--- src/rtl/wdog_pkg.sv ---
package wdog_pkg;
   localparam int unsigned BUS_W = 8;
   localparam logic [BUS_W-1:0] KEY_ARM  = 8'h00;
   localparam logic [BUS_W-1:0] KEY_FIRE = 8'hFF;

   typedef struct packed {
      logic start;
      logic reload;
      logic mode_rst;
   } wdog_ctl_t;
endpackage

--- src/rtl/wdog_regif.sv ---
module wdog_regif
   import wdog_pkg::*;
#(
   parameter int unsigned ADDR_W       = 2,
   parameter int unsigned MODE_BIT     = 3,
   parameter int unsigned ADDR_MODE    = 0,
   parameter int unsigned ADDR_REFRESH = 1,
   parameter int unsigned ADDR_START   = 2
) (
   input  logic              clk,
   input  logic              rst_n,
   input  logic              bus_we,
   input  logic [ADDR_W-1:0] bus_addr,
   input  logic [BUS_W-1:0]  bus_wdata,
   input  logic              wp_en_i,
   input  logic              cs_force_i,
   input  logic              running_i,
   output wdog_ctl_t         ctl_o,
   output logic [BUS_W-1:0]  bus_rdata
);
   localparam logic [ADDR_W-1:0] A_MODE = ADDR_W'(ADDR_MODE);
   localparam logic [ADDR_W-1:0] A_REF  = ADDR_W'(ADDR_REFRESH);
   localparam logic [ADDR_W-1:0] A_STRT = ADDR_W'(ADDR_START);

   logic sel_ref, sel_mode, armed_q, mode_q, mode_eff;

   assign sel_ref  = bus_we && (bus_addr == A_REF);
   assign sel_mode = bus_we && (bus_addr == A_MODE);

   // Key state: armed only after a 00h write while running
   always_ff @(posedge clk or negedge rst_n) begin
      if (!rst_n)          armed_q <= 1'b0;
      else if (sel_ref)    armed_q <= running_i && (bus_wdata == KEY_ARM);
      else if (!running_i) armed_q <= 1'b0;
   end

   // Sticky selection bit: set-only
   always_ff @(posedge clk or negedge rst_n) begin
      if (!rst_n) mode_q <= 1'b0;
      else if (cs_force_i || (sel_mode && wp_en_i && bus_wdata[MODE_BIT]))
         mode_q <= 1'b1;
   end

   assign mode_eff = mode_q | cs_force_i;

   always_comb begin
      ctl_o.start    = bus_we && (bus_addr == A_STRT);
      ctl_o.reload   = sel_ref && running_i && armed_q && (bus_wdata == KEY_FIRE);
      ctl_o.mode_rst = mode_eff;
      bus_rdata      = '0;
      if (bus_addr == A_MODE) bus_rdata[MODE_BIT] = mode_eff;
   end
endmodule

--- src/rtl/wdog_counter.sv ---
module wdog_counter
   import wdog_pkg::*;
#(
   parameter int unsigned CNT_W = 8
) (
   input  logic             clk,
   input  logic             rst_n,
   input  wdog_ctl_t        ctl_i,
   input  logic [CNT_W-1:0] reload_val_i,
   output logic             running_o,
   output logic             irq_o,
   output logic             rst_trig_o
);
   logic [CNT_W-1:0] cnt_q;
   logic             run_q, irq_q, trig_q;

   always_ff @(posedge clk or negedge rst_n) begin
      if (!rst_n) begin
         cnt_q  <= '0;
         run_q  <= 1'b0;
         irq_q  <= 1'b0;
         trig_q <= 1'b0;
      end else begin
         irq_q  <= 1'b0;
         trig_q <= 1'b0;
         if (ctl_i.start) begin
            run_q <= 1'b1;
            cnt_q <= reload_val_i;
         end else if (run_q) begin
            if (ctl_i.reload) begin
               cnt_q <= reload_val_i;
            end else if (cnt_q == '0) begin
               if (ctl_i.mode_rst) begin
                  trig_q <= 1'b1;
                  run_q  <= 1'b0;
               end else begin
                  irq_q <= 1'b1;
                  cnt_q <= reload_val_i;
               end
            end else begin
               cnt_q <= cnt_q - 1'b1;
            end
         end
      end
   end

   assign running_o  = run_q;
   assign irq_o      = irq_q;
   assign rst_trig_o = trig_q;
endmodule

--- src/rtl/wdog_rstgen.sv ---
module wdog_rstgen #(
   parameter int unsigned RST_CYC = 4
) (
   input  logic clk,
   input  logic rst_n,
   input  logic trig_i,
   output logic rst_o
);
   localparam int unsigned LEN_W = $clog2(RST_CYC + 1);

   generate
      if (RST_CYC == 1) begin : g_single
         logic q;
         always_ff @(posedge clk or negedge rst_n) begin
            if (!rst_n) q <= 1'b0;
            else        q <= trig_i;
         end
         assign rst_o = q;
      end else begin : g_stretch
         logic [LEN_W-1:0] left_q;
         always_ff @(posedge clk or negedge rst_n) begin
            if (!rst_n)            left_q <= '0;
            else if (trig_i)       left_q <= LEN_W'(RST_CYC);
            else if (left_q != '0) left_q <= left_q - 1'b1;
         end
         assign rst_o = (left_q != '0);
      end
   endgenerate
endmodule

--- src/rtl/wdog_ctrl.sv ---
module wdog_ctrl
   import wdog_pkg::*;
#(
   parameter int unsigned CNT_W        = 8,
   parameter int unsigned ADDR_W       = 2,
   parameter int unsigned MODE_BIT     = 3,
   parameter int unsigned RST_CYC      = 4,
   parameter int unsigned ADDR_MODE    = 0,
   parameter int unsigned ADDR_REFRESH = 1,
   parameter int unsigned ADDR_START   = 2
) (
   input  logic              clk,
   input  logic              rst_n,
   input  logic              bus_we,
   input  logic [ADDR_W-1:0] bus_addr,
   input  logic [7:0]        bus_wdata,
   output logic [7:0]        bus_rdata,
   input  logic              wp_en_i,
   input  logic              cs_force_i,
   input  logic [CNT_W-1:0]  opt_reload_i,
   output logic              wdt_irq_o,
   output logic              wdt_rst_o
);
   generate
      if (CNT_W < 2 || CNT_W > 32) begin : g_bad_cnt
         $error("wdog_ctrl: CNT_W out of range");
      end
      if (MODE_BIT >= BUS_W) begin : g_bad_bit
         $error("wdog_ctrl: MODE_BIT outside the data byte");
      end
      if (RST_CYC < 1) begin : g_bad_rst
         $error("wdog_ctrl: RST_CYC must be at least 1");
      end
      if (ADDR_MODE == ADDR_REFRESH || ADDR_MODE == ADDR_START || ADDR_REFRESH == ADDR_START
          || ADDR_START >= (1 << ADDR_W) || ADDR_MODE >= (1 << ADDR_W)
          || ADDR_REFRESH >= (1 << ADDR_W)) begin : g_bad_map
         $error("wdog_ctrl: register addresses overlap or do not fit");
      end
   endgenerate

   wdog_ctl_t ctl;
   logic      running, rst_trig, mode_eff;

   wdog_regif #(
      .ADDR_W(ADDR_W), .MODE_BIT(MODE_BIT), .ADDR_MODE(ADDR_MODE),
      .ADDR_REFRESH(ADDR_REFRESH), .ADDR_START(ADDR_START)
   ) u_regif (
      .clk(clk), .rst_n(rst_n), .bus_we(bus_we), .bus_addr(bus_addr),
      .bus_wdata(bus_wdata), .wp_en_i(wp_en_i), .cs_force_i(cs_force_i),
      .running_i(running), .ctl_o(ctl), .bus_rdata(bus_rdata)
   );

   assign mode_eff = ctl.mode_rst;

   wdog_counter #(.CNT_W(CNT_W)) u_counter (
      .clk(clk), .rst_n(rst_n), .ctl_i(ctl), .reload_val_i(opt_reload_i),
      .running_o(running), .irq_o(wdt_irq_o), .rst_trig_o(rst_trig)
   );

   wdog_rstgen #(.RST_CYC(RST_CYC)) u_rstgen (
      .clk(clk), .rst_n(rst_n), .trig_i(rst_trig), .rst_o(wdt_rst_o)
   );
endmodule


--- config.mk ---
export PLATFORM = sky130hd
export DESIGN_NAME = wdog_ctrl
export DESIGN_NICKNAME = d
export VERILOG_FILES = /design/src/rtl/wdog_pkg.sv /design/src/rtl/wdog_regif.sv /design/src/rtl/wdog_counter.sv /design/src/rtl/wdog_rstgen.sv /design/src/rtl/wdog_ctrl.sv
export SDC_FILE = /design/constraint.sdc
export NUM_CORES = 1
export LEC_CHECK = 0
export ABC_AREA = 1
export BUFFER_PORTS_ARGS = -buffer_cell sky130_fd_sc_hd__buf_2
export CORE_MARGIN = 5
export CORE_UTILIZATION = 46
export CTS_CLUSTER_DIAMETER = 120
export DETAILED_ROUTE_END_ITERATION = 8
export GPL_ROUTABILITY_DRIVEN = 0
export PLACE_DENSITY_LB_ADDON = 0.08
export SETUP_SLACK_MARGIN = 0.3
export SLEW_MARGIN = 30
export SYNTH_ARGS = -nofsm -noshare
export SYNTH_HDL_FRONTEND = slang
export SYNTH_SLANG_ARGS = --single-unit
--- constraint.sdc ---
create_clock -name clk -period 1.3 [get_ports clk]
set_input_delay 0.065 -clock clk [delete_from_list [all_inputs] [get_ports clk]]
set_output_delay 0.065 -clock clk [all_outputs]
set_load 0.1 [all_outputs]
==> results.sh, run 1 <==
export IMPL_outcome="finished, violations left"
export IMPL_violations="negative setup slack"
export IMPL_fill_cells=207
export IMPL_io_buffers=25
export IMPL_nets=264
export IMPL_synth_cell_area_sq_um=1184
export IMPL_period_share_pct=118.5
export IMPL_hold_violations=0
export IMPL_post_route_drc_count=0
export IMPL_rsz0062_at_grt="yes"
export IMPL_chipWidth_microns=60.73
export IMPL_finalNonFillerCells=266
export IMPL_leakage_nw=0.9552
export IMPL_synth_xor_xnor_area_share_pct=2.960
export IMPL_worstSetupPathType="reg -> reg"
export IMPL_cts_root_buf="clkbuf_4"
export IMPL_setup_slack_ps=-239.9
export IMPL_place_inst=249
export IMPL_synth_cells=176
export IMPL_ios=33
export IMPL_setup_viol=11
export IMPL_totalNegativeSetupSlack_ps=-2001
export IMPL_min_period_ps=1540
export IMPL_cts_inserted_buffers=3
export IMPL_synth_compound_area_share_pct=3.383
export IMPL_synth_top_cell_area_share_pct=33.83
export IMPL_die_h_microns=60.73
export IMPL_dpl_worst_slack_ps=-171.6
export IMPL_ant_nets=0
export IMPL_gr_usage_all_layers_pct=17.04
export IMPL_grt_pass1_wl_mm=4.719
export IMPL_cts_htree_levels=1
export IMPL_cts_num_sinks=16
export IMPL_async_flop_share_pct=100.0
export IMPL_max_freq_ghz=0.6494
export IMPL_num_rows=18
export IMPL_die_area_sq_um=3688
export IMPL_critPathMaxStageDelay_ps=400
export IMPL_ys_warn_count=0
export IMPL_yosys_top_cells_count="nand2_1 (51), inv_1 (28), nand3_1 (26), dfrtp_1 (16), nor2_1 (15)"
export IMPL_grt_pass1_vias=1162
export IMPL_vias=1265
export IMPL_synthAdderAreaFrac_pct=4.228
export IMPL_grt_start_max_net_pins=17
export IMPL_critPathLaunchType="register"
export IMPL_cp_arrival_ps=1720
export IMPL_core_area_sq_um=2477
export IMPL_synthTopCellsByArea="dfrtp_1 (34%), nand2_1 (16%), nand3_1 (11%)"
export IMPL_synth_area_per_cell_sq_um=6.725
export IMPL_muxShareOfSynthArea_pct=0
export IMPL_drv_slew=0
export IMPL_crit_chain="inv_2 > ha_4 > nand2_2 > nor2_2 > nand2_2 > nor2_4 > nand2_2 > nand2_4 > nand2_4 > nand3_1 > nand2_1"
export IMPL_clock_path_buffers=2
export IMPL_cts_tree="built"
export IMPL_synth_edf_count=0
export IMPL_drt_iter0_drc=49
export IMPL_num_antenna_cells=0
export IMPL_critPathSlowestCell="dfrtp_1"
export IMPL_overflow=0
export IMPL_clk_pin_slew_ps=100
export IMPL_ys_seq_area_share_pct=33.83
export IMPL_power_density_nw_per_um2=2020
export IMPL_syn_to_final_growth_pct=50.11
export IMPL_cpMostUsedCell="nand2_2"
export IMPL_hp_class="in -> reg"
export IMPL_ys_types=26
export IMPL_whs_ps=31.50
export IMPL_yosysMostFrequentCell="nand2_1"
export IMPL_insertion_delay_ps=290
export IMPL_antenna_found_initial=0
export IMPL_wl_per_cell_microns=10.97
export IMPL_fin_skew_ps=10.95
export IMPL_via_per_inst=4.756
export IMPL_cp_end_kind="register"
export IMPL_synthFlopType="dfrtp_1"
export IMPL_layout_drive_gt1_share_pct=37.71
export IMPL_drt_total_wl_mm=2.918
export IMPL_drt_pass1_iterations=4
export IMPL_worstPathRequired_ps=1480
export IMPL_hpwl_mm=2.153
export IMPL_synth_seq_cells=16
export IMPL_final_core_util_pct=71.72
export IMPL_cp_max_fo=5
export IMPL_cap_violations=0
export IMPL_ir_worst_vdd_mv=1.787
export IMPL_yosys_area_share_simple_pct=40.49
export IMPL_initial_core_util_pct=47.78
export IMPL_synth_top_family_by_area="simple AND/OR/NAND/NOR gates"
export IMPL_synth_top_area_cell="dfrtp_1"
-- metal layers --
| metal | global-route usage [%] | up-vias | wire (microns) | share of wire, % |
|---|---|---|---|---|
| met1 | 20.00 | 575 | 1202 | 41 |
| met3 | 2.553 | 2 | 193 | 6.6 |
| met5 | 0 | - | 0 | 0 |
| met2 | 31.91 | 31 | 1506 | 52 |
| met4 | 4.644 | 0 | 15 | 0.51 |
| li1 | - | 657 | - | - |
-- flip-flops by register name, indices dropped and copies added, names as in the netlist --
name / count
u_counter.cnt_q: 8
u_counter.irq_o: 1
u_counter.rst_trig_o: 1
u_counter.running_o: 1
u_regif.armed_q: 1
u_regif.mode_q: 1
u_rstgen.g_stretch.left_q: 3
-- per-stage QoR --
stage          total power [mW]  instance area, sq um
4_1_cts                   3.361                  1683
6_report                  3.590                  1777
3_5_place_dp              2.815                  1539
5_1_grt                   3.905                  1777
3_3_place_gp              2.762                  1539
2_1_floorplan             2.145                  1254
-- worst paths after layout --
check                                                from                        endpoint  slack [ps]  depth (start not counted)
max in group asynchronous                           rst_n  u_counter.cnt_q[4]$_DFFE_PN0P_         810                          2
max                        u_counter.cnt_q[1]$_DFFE_PN0P_  u_counter.cnt_q[6]$_DFFE_PN0P_        -240                         11
min in group asynchronous                           rst_n      u_regif.mode_q$_DFFE_PN0P_         210                          2
min                                               wp_en_i      u_regif.mode_q$_DFFE_PN0P_          30                          3
min reg2reg                u_counter.cnt_q[1]$_DFFE_PN0P_  u_counter.cnt_q[1]$_DFFE_PN0P_         510                          2
max reg2reg                u_counter.cnt_q[1]$_DFFE_PN0P_  u_counter.cnt_q[6]$_DFFE_PN0P_        -240                         11
-- cells in the final DEF (no fill, tap or decap), drive strengths merged --
cell,netlist,layout
nand3b,1,1
xnor2,2,2
clkbuf,0,4
ha,4,4
o21bai,1,1
dlygate4sd3,0,1
xor2,2,2
nor3,1,1
conb,1,7
o21ai,3,3
nor2,18,18
nand4,3,3
dfrtp,16,16
buf,8,56
inv,29,29
nand3,27,27
o31ai,1,1
nor4,2,2
nand2,54,55
clkinv,1,1
a21oi,2,2
-- critical path: cells and delay by family, from the launching register on --
family,cells,cell delay (ps)
and+or+nand+nor,9,810
DFF,1,400
adders and majority gates,1,130
buffers and inverters,1,80
-- logic make-up after synthesis --
family / count (synthesis)
adders and majority gates: 4
AOI/OAI and AO/OA: 7
DFF: 16
xor gates and xnor gates: 4
buffers and inverters: 38
other: 1
and+or+nand+nor: 106
-- area by class of cell --
class	instances	area, sq um	share of cell area, %
clock buffers	4	36.28	2.042
inverters	30	117.6	6.620
multi-input cells	129	762.0	42.89
flip-flops and latches	16	400.4	22.54
well taps	30	37.54	2.113
repair buffers	57	422.9	23.80
-- where the power goes --
part / leakage (nW) / internal, mW / switching, mW
sequential: 0.188 / 0.714 / 0.132
combinational: 0.746 / 1.16 / 1.25
clock: 0.0210 / 0.170 / 0.166
total: 0.955 / 2.04 / 1.55
-- repair_timing --
action,4_1_cts,5_1_grt
resized for setup,14,11
pin swaps,6,15
endpoints found under the hold margin,16,0
cloned,0,1
setup buffers,5,6
hold buffers,1,0
endpoints found under the setup margin,16,16
No activity file was read; power rests on OpenSTA's default activity.
==> inputs of run 2 (changes only) <==
--- a/config.mk
+++ b/config.mk
@@ -13,6 +13,7 @@
 export DETAILED_ROUTE_END_ITERATION = 8
 export GPL_ROUTABILITY_DRIVEN = 0
 export PLACE_DENSITY_LB_ADDON = 0.08
+export REMOVE_ABC_BUFFERS = 1
 export SETUP_SLACK_MARGIN = 0.3
 export SLEW_MARGIN = 30
 export SYNTH_ARGS = -nofsm -noshare
==> results.sh, run 2 (synthesis gave the netlist of run 1 again) <==
export IMPL_drt_total_wl_mm=3.528
export IMPL_crit_chain="inv_2 > ha_4 > nand2_2 > nor2_2 > nand2_2 > nor2_4 > nand2_2 > nand2_4 > nand2_4 > nand3_1 > nand2_1"
export IMPL_clock_path_buffers=2
export IMPL_fin_total_pwr_mw=3.766
export IMPL_layout_drive_gt1_share_pct=42.74
export IMPL_hpwl_mm=2.186
export IMPL_cts_htree_levels=1
export IMPL_clk_pin_slew_ps=100
export IMPL_cap_violations=0
export IMPL_fin_skew_ps=1.951
export IMPL_cts_tree="built"
export IMPL_rsz0062_at_grt="yes"
export IMPL_drv_slew=0
export IMPL_violations="negative setup slack"
export IMPL_nets=262
export IMPL_critPathMaxStageDelay_ps=410
export IMPL_antenna_found_initial=0
export IMPL_gr_usage_met3_pct=2.979
export IMPL_grt_pass1_wl_mm=5.278
export IMPL_finalNonFillerCells=264
export IMPL_largest_reg_flops=8
export IMPL_gr_usage_all_layers_pct=19.43
export IMPL_outcome="finished, violations left"
export IMPL_die_area_sq_um=3688
export IMPL_totalNegativeSetupSlack_ps=-1993
export IMPL_mostFrequentLayoutCell="nand2_1"
export IMPL_cpLargestDelayFamily="simple AND/OR/NAND/NOR gates"
export IMPL_core_area_sq_um=2477
export IMPL_initial_core_util_pct=47.78
export IMPL_switching_power_mw=1.708
export IMPL_cp_max_fo=5
export IMPL_cp_arrival_ps=1730
export IMPL_wl_per_cell_microns=13.36
export IMPL_num_rows=18
export IMPL_setup_slack_ps=-241.8
export IMPL_layout_common_cells="nand2_1 (40), inv_1 (24), buf_4 (23)"
export IMPL_post_route_drc_count=0
export IMPL_cpMostUsedCell="nand2_2"
export IMPL_cts_root_buf="clkbuf_4"
export IMPL_grt_pass1_vias=1252
export IMPL_ios=33
export IMPL_critPathLaunchType="register"
export IMPL_critPathSlowestCell="dfrtp_1"
export IMPL_hold_violations=0
export IMPL_hp_class="in -> reg"
export IMPL_via_per_inst=4.905
export IMPL_vias=1295
export IMPL_p_comb_share_pct=68.1
export IMPL_setup_viol=12
export IMPL_p_seq_share_pct=22.7
export IMPL_insertion_delay_ps=290
export IMPL_cts_num_sinks=16
export IMPL_period_share_pct=118.6
export IMPL_ant_nets=0
export IMPL_overflow=0
export IMPL_power_density_nw_per_um2=2047
export IMPL_clockPowerShare_pct=9.2
export IMPL_chipWidth_microns=60.73
export IMPL_grt_start_max_net_pins=17
export IMPL_cp_end_kind="register"
export IMPL_top_register="u_counter.cnt_q"
export IMPL_met1_usage_pct=23.65
export IMPL_ir_worst_vdd_mv=1.482
export IMPL_leakage_nw=0.9848
export IMPL_worstSetupPathType="reg -> reg"
export IMPL_die_h_microns=60.73
export IMPL_num_antenna_cells=0
export IMPL_max_freq_ghz=0.6486
export IMPL_gr_usage_met2_pct=33.59
export IMPL_syn_to_final_growth_pct=55.39
export IMPL_largest_registers="u_counter.cnt_q (8), u_rstgen.g_stretch.left_q (3)"
export IMPL_worstPathRequired_ps=1490
export IMPL_netSwitchingFraction_pct=45.35
export IMPL_drt_iter0_drc=47
export IMPL_grt_busiest_layer="met2"
export IMPL_io_buffers=25
export IMPL_min_period_ps=1542
export IMPL_drt_pass1_iterations=4
export IMPL_internal_power_mw=2.058
export IMPL_whs_ps=19.88
export IMPL_cp_num_buf_inv=1
export IMPL_cts_inserted_buffers=3
export IMPL_place_inst=248
run 2: cell types whose count changed in the layout (fill, tap and decap cells not counted), sizes merged:
cell  delta
buf      -2
run 2: cell type report:
type,instances,area [sq um]
clock buffer,4,36.28
fill,182,638.1
inverter,30,125.1
multi-input combinational,129,828.3
sequential,16,400.4
tap,30,37.54
timing repair buffer,55,411.6
run 2: worst paths after layout:
kind                                                          start                                  endpoint  slack [ps]  depth (start not counted)
max                                  u_counter.cnt_q[1]$_DFFE_PN0P_            u_counter.cnt_q[3]$_DFFE_PN0P_        -240                         11
min                                                         wp_en_i                u_regif.mode_q$_DFFE_PN0P_          20                          3
max reg2reg                          u_counter.cnt_q[1]$_DFFE_PN0P_            u_counter.cnt_q[3]$_DFFE_PN0P_        -240                         11
min reg2reg                u_rstgen.g_stretch.left_q[1]$_DFFE_PN0P_  u_rstgen.g_stretch.left_q[1]$_DFFE_PN0P_         520                          2
max in group asynchronous                                     rst_n            u_counter.cnt_q[0]$_DFFE_PN0P_         810                          2
min in group asynchronous                                     rst_n            u_counter.cnt_q[5]$_DFFE_PN0P_         220                          2
run 2: worst register-to-register path, stage by stage, from the launching register on:
cell and delay, ps:
dfrtp_1 410, inv_2 80, ha_4 130, nand2_2 50, nor2_2 120, nand2_2 90, nor2_4 130, nand2_2 70
nand2_4 110, nand2_4 90, nand3_1 90, nand2_1 60
run 2: what timing repair did:
action / in CTS / in global routing
gates cloned: 1 / 0
setup endpoints to repair: 17 / 17
pin swaps: 5 / 22
hold buffers: 1 / 0
hold endpoints to repair: 16 / 0
gates resized for setup: 19 / 38
buffers inserted: 6 / 4
run 2: layer usage:
metal  vias to the layer above  wire (microns)
li1                        656               -
met1                       594            1470
met2                        35            1832
met3                        10             135
met4                         0              89
met5                         -               0
run 2: power by group through the flow:
stage / Clock [mW] / Combinational (mW) / Sequential [mW]
floorplan: 0 / 1.13 / 0.860
global placement: 0 / 1.80 / 0.832
detailed placement: 0 / 1.84 / 0.845
CTS: 0.352 / 2.19 / 0.844
global route: 0.369 / 2.80 / 0.881
finish: 0.347 / 2.57 / 0.854
run 2: per-stage QoR:
step / util [%] / area (sq um) / worst slack, ps
2_1_floorplan: - / 1149 / -1172
3_3_place_gp: 59.90 / 1484 / -164.0
3_5_place_dp: 59.90 / 1484 / -147.4
4_1_cts: 66.77 / 1654 / -178.7
5_1_grt: 74.24 / 1839 / -332.2
6_report: 74.24 / 1839 / -241.8
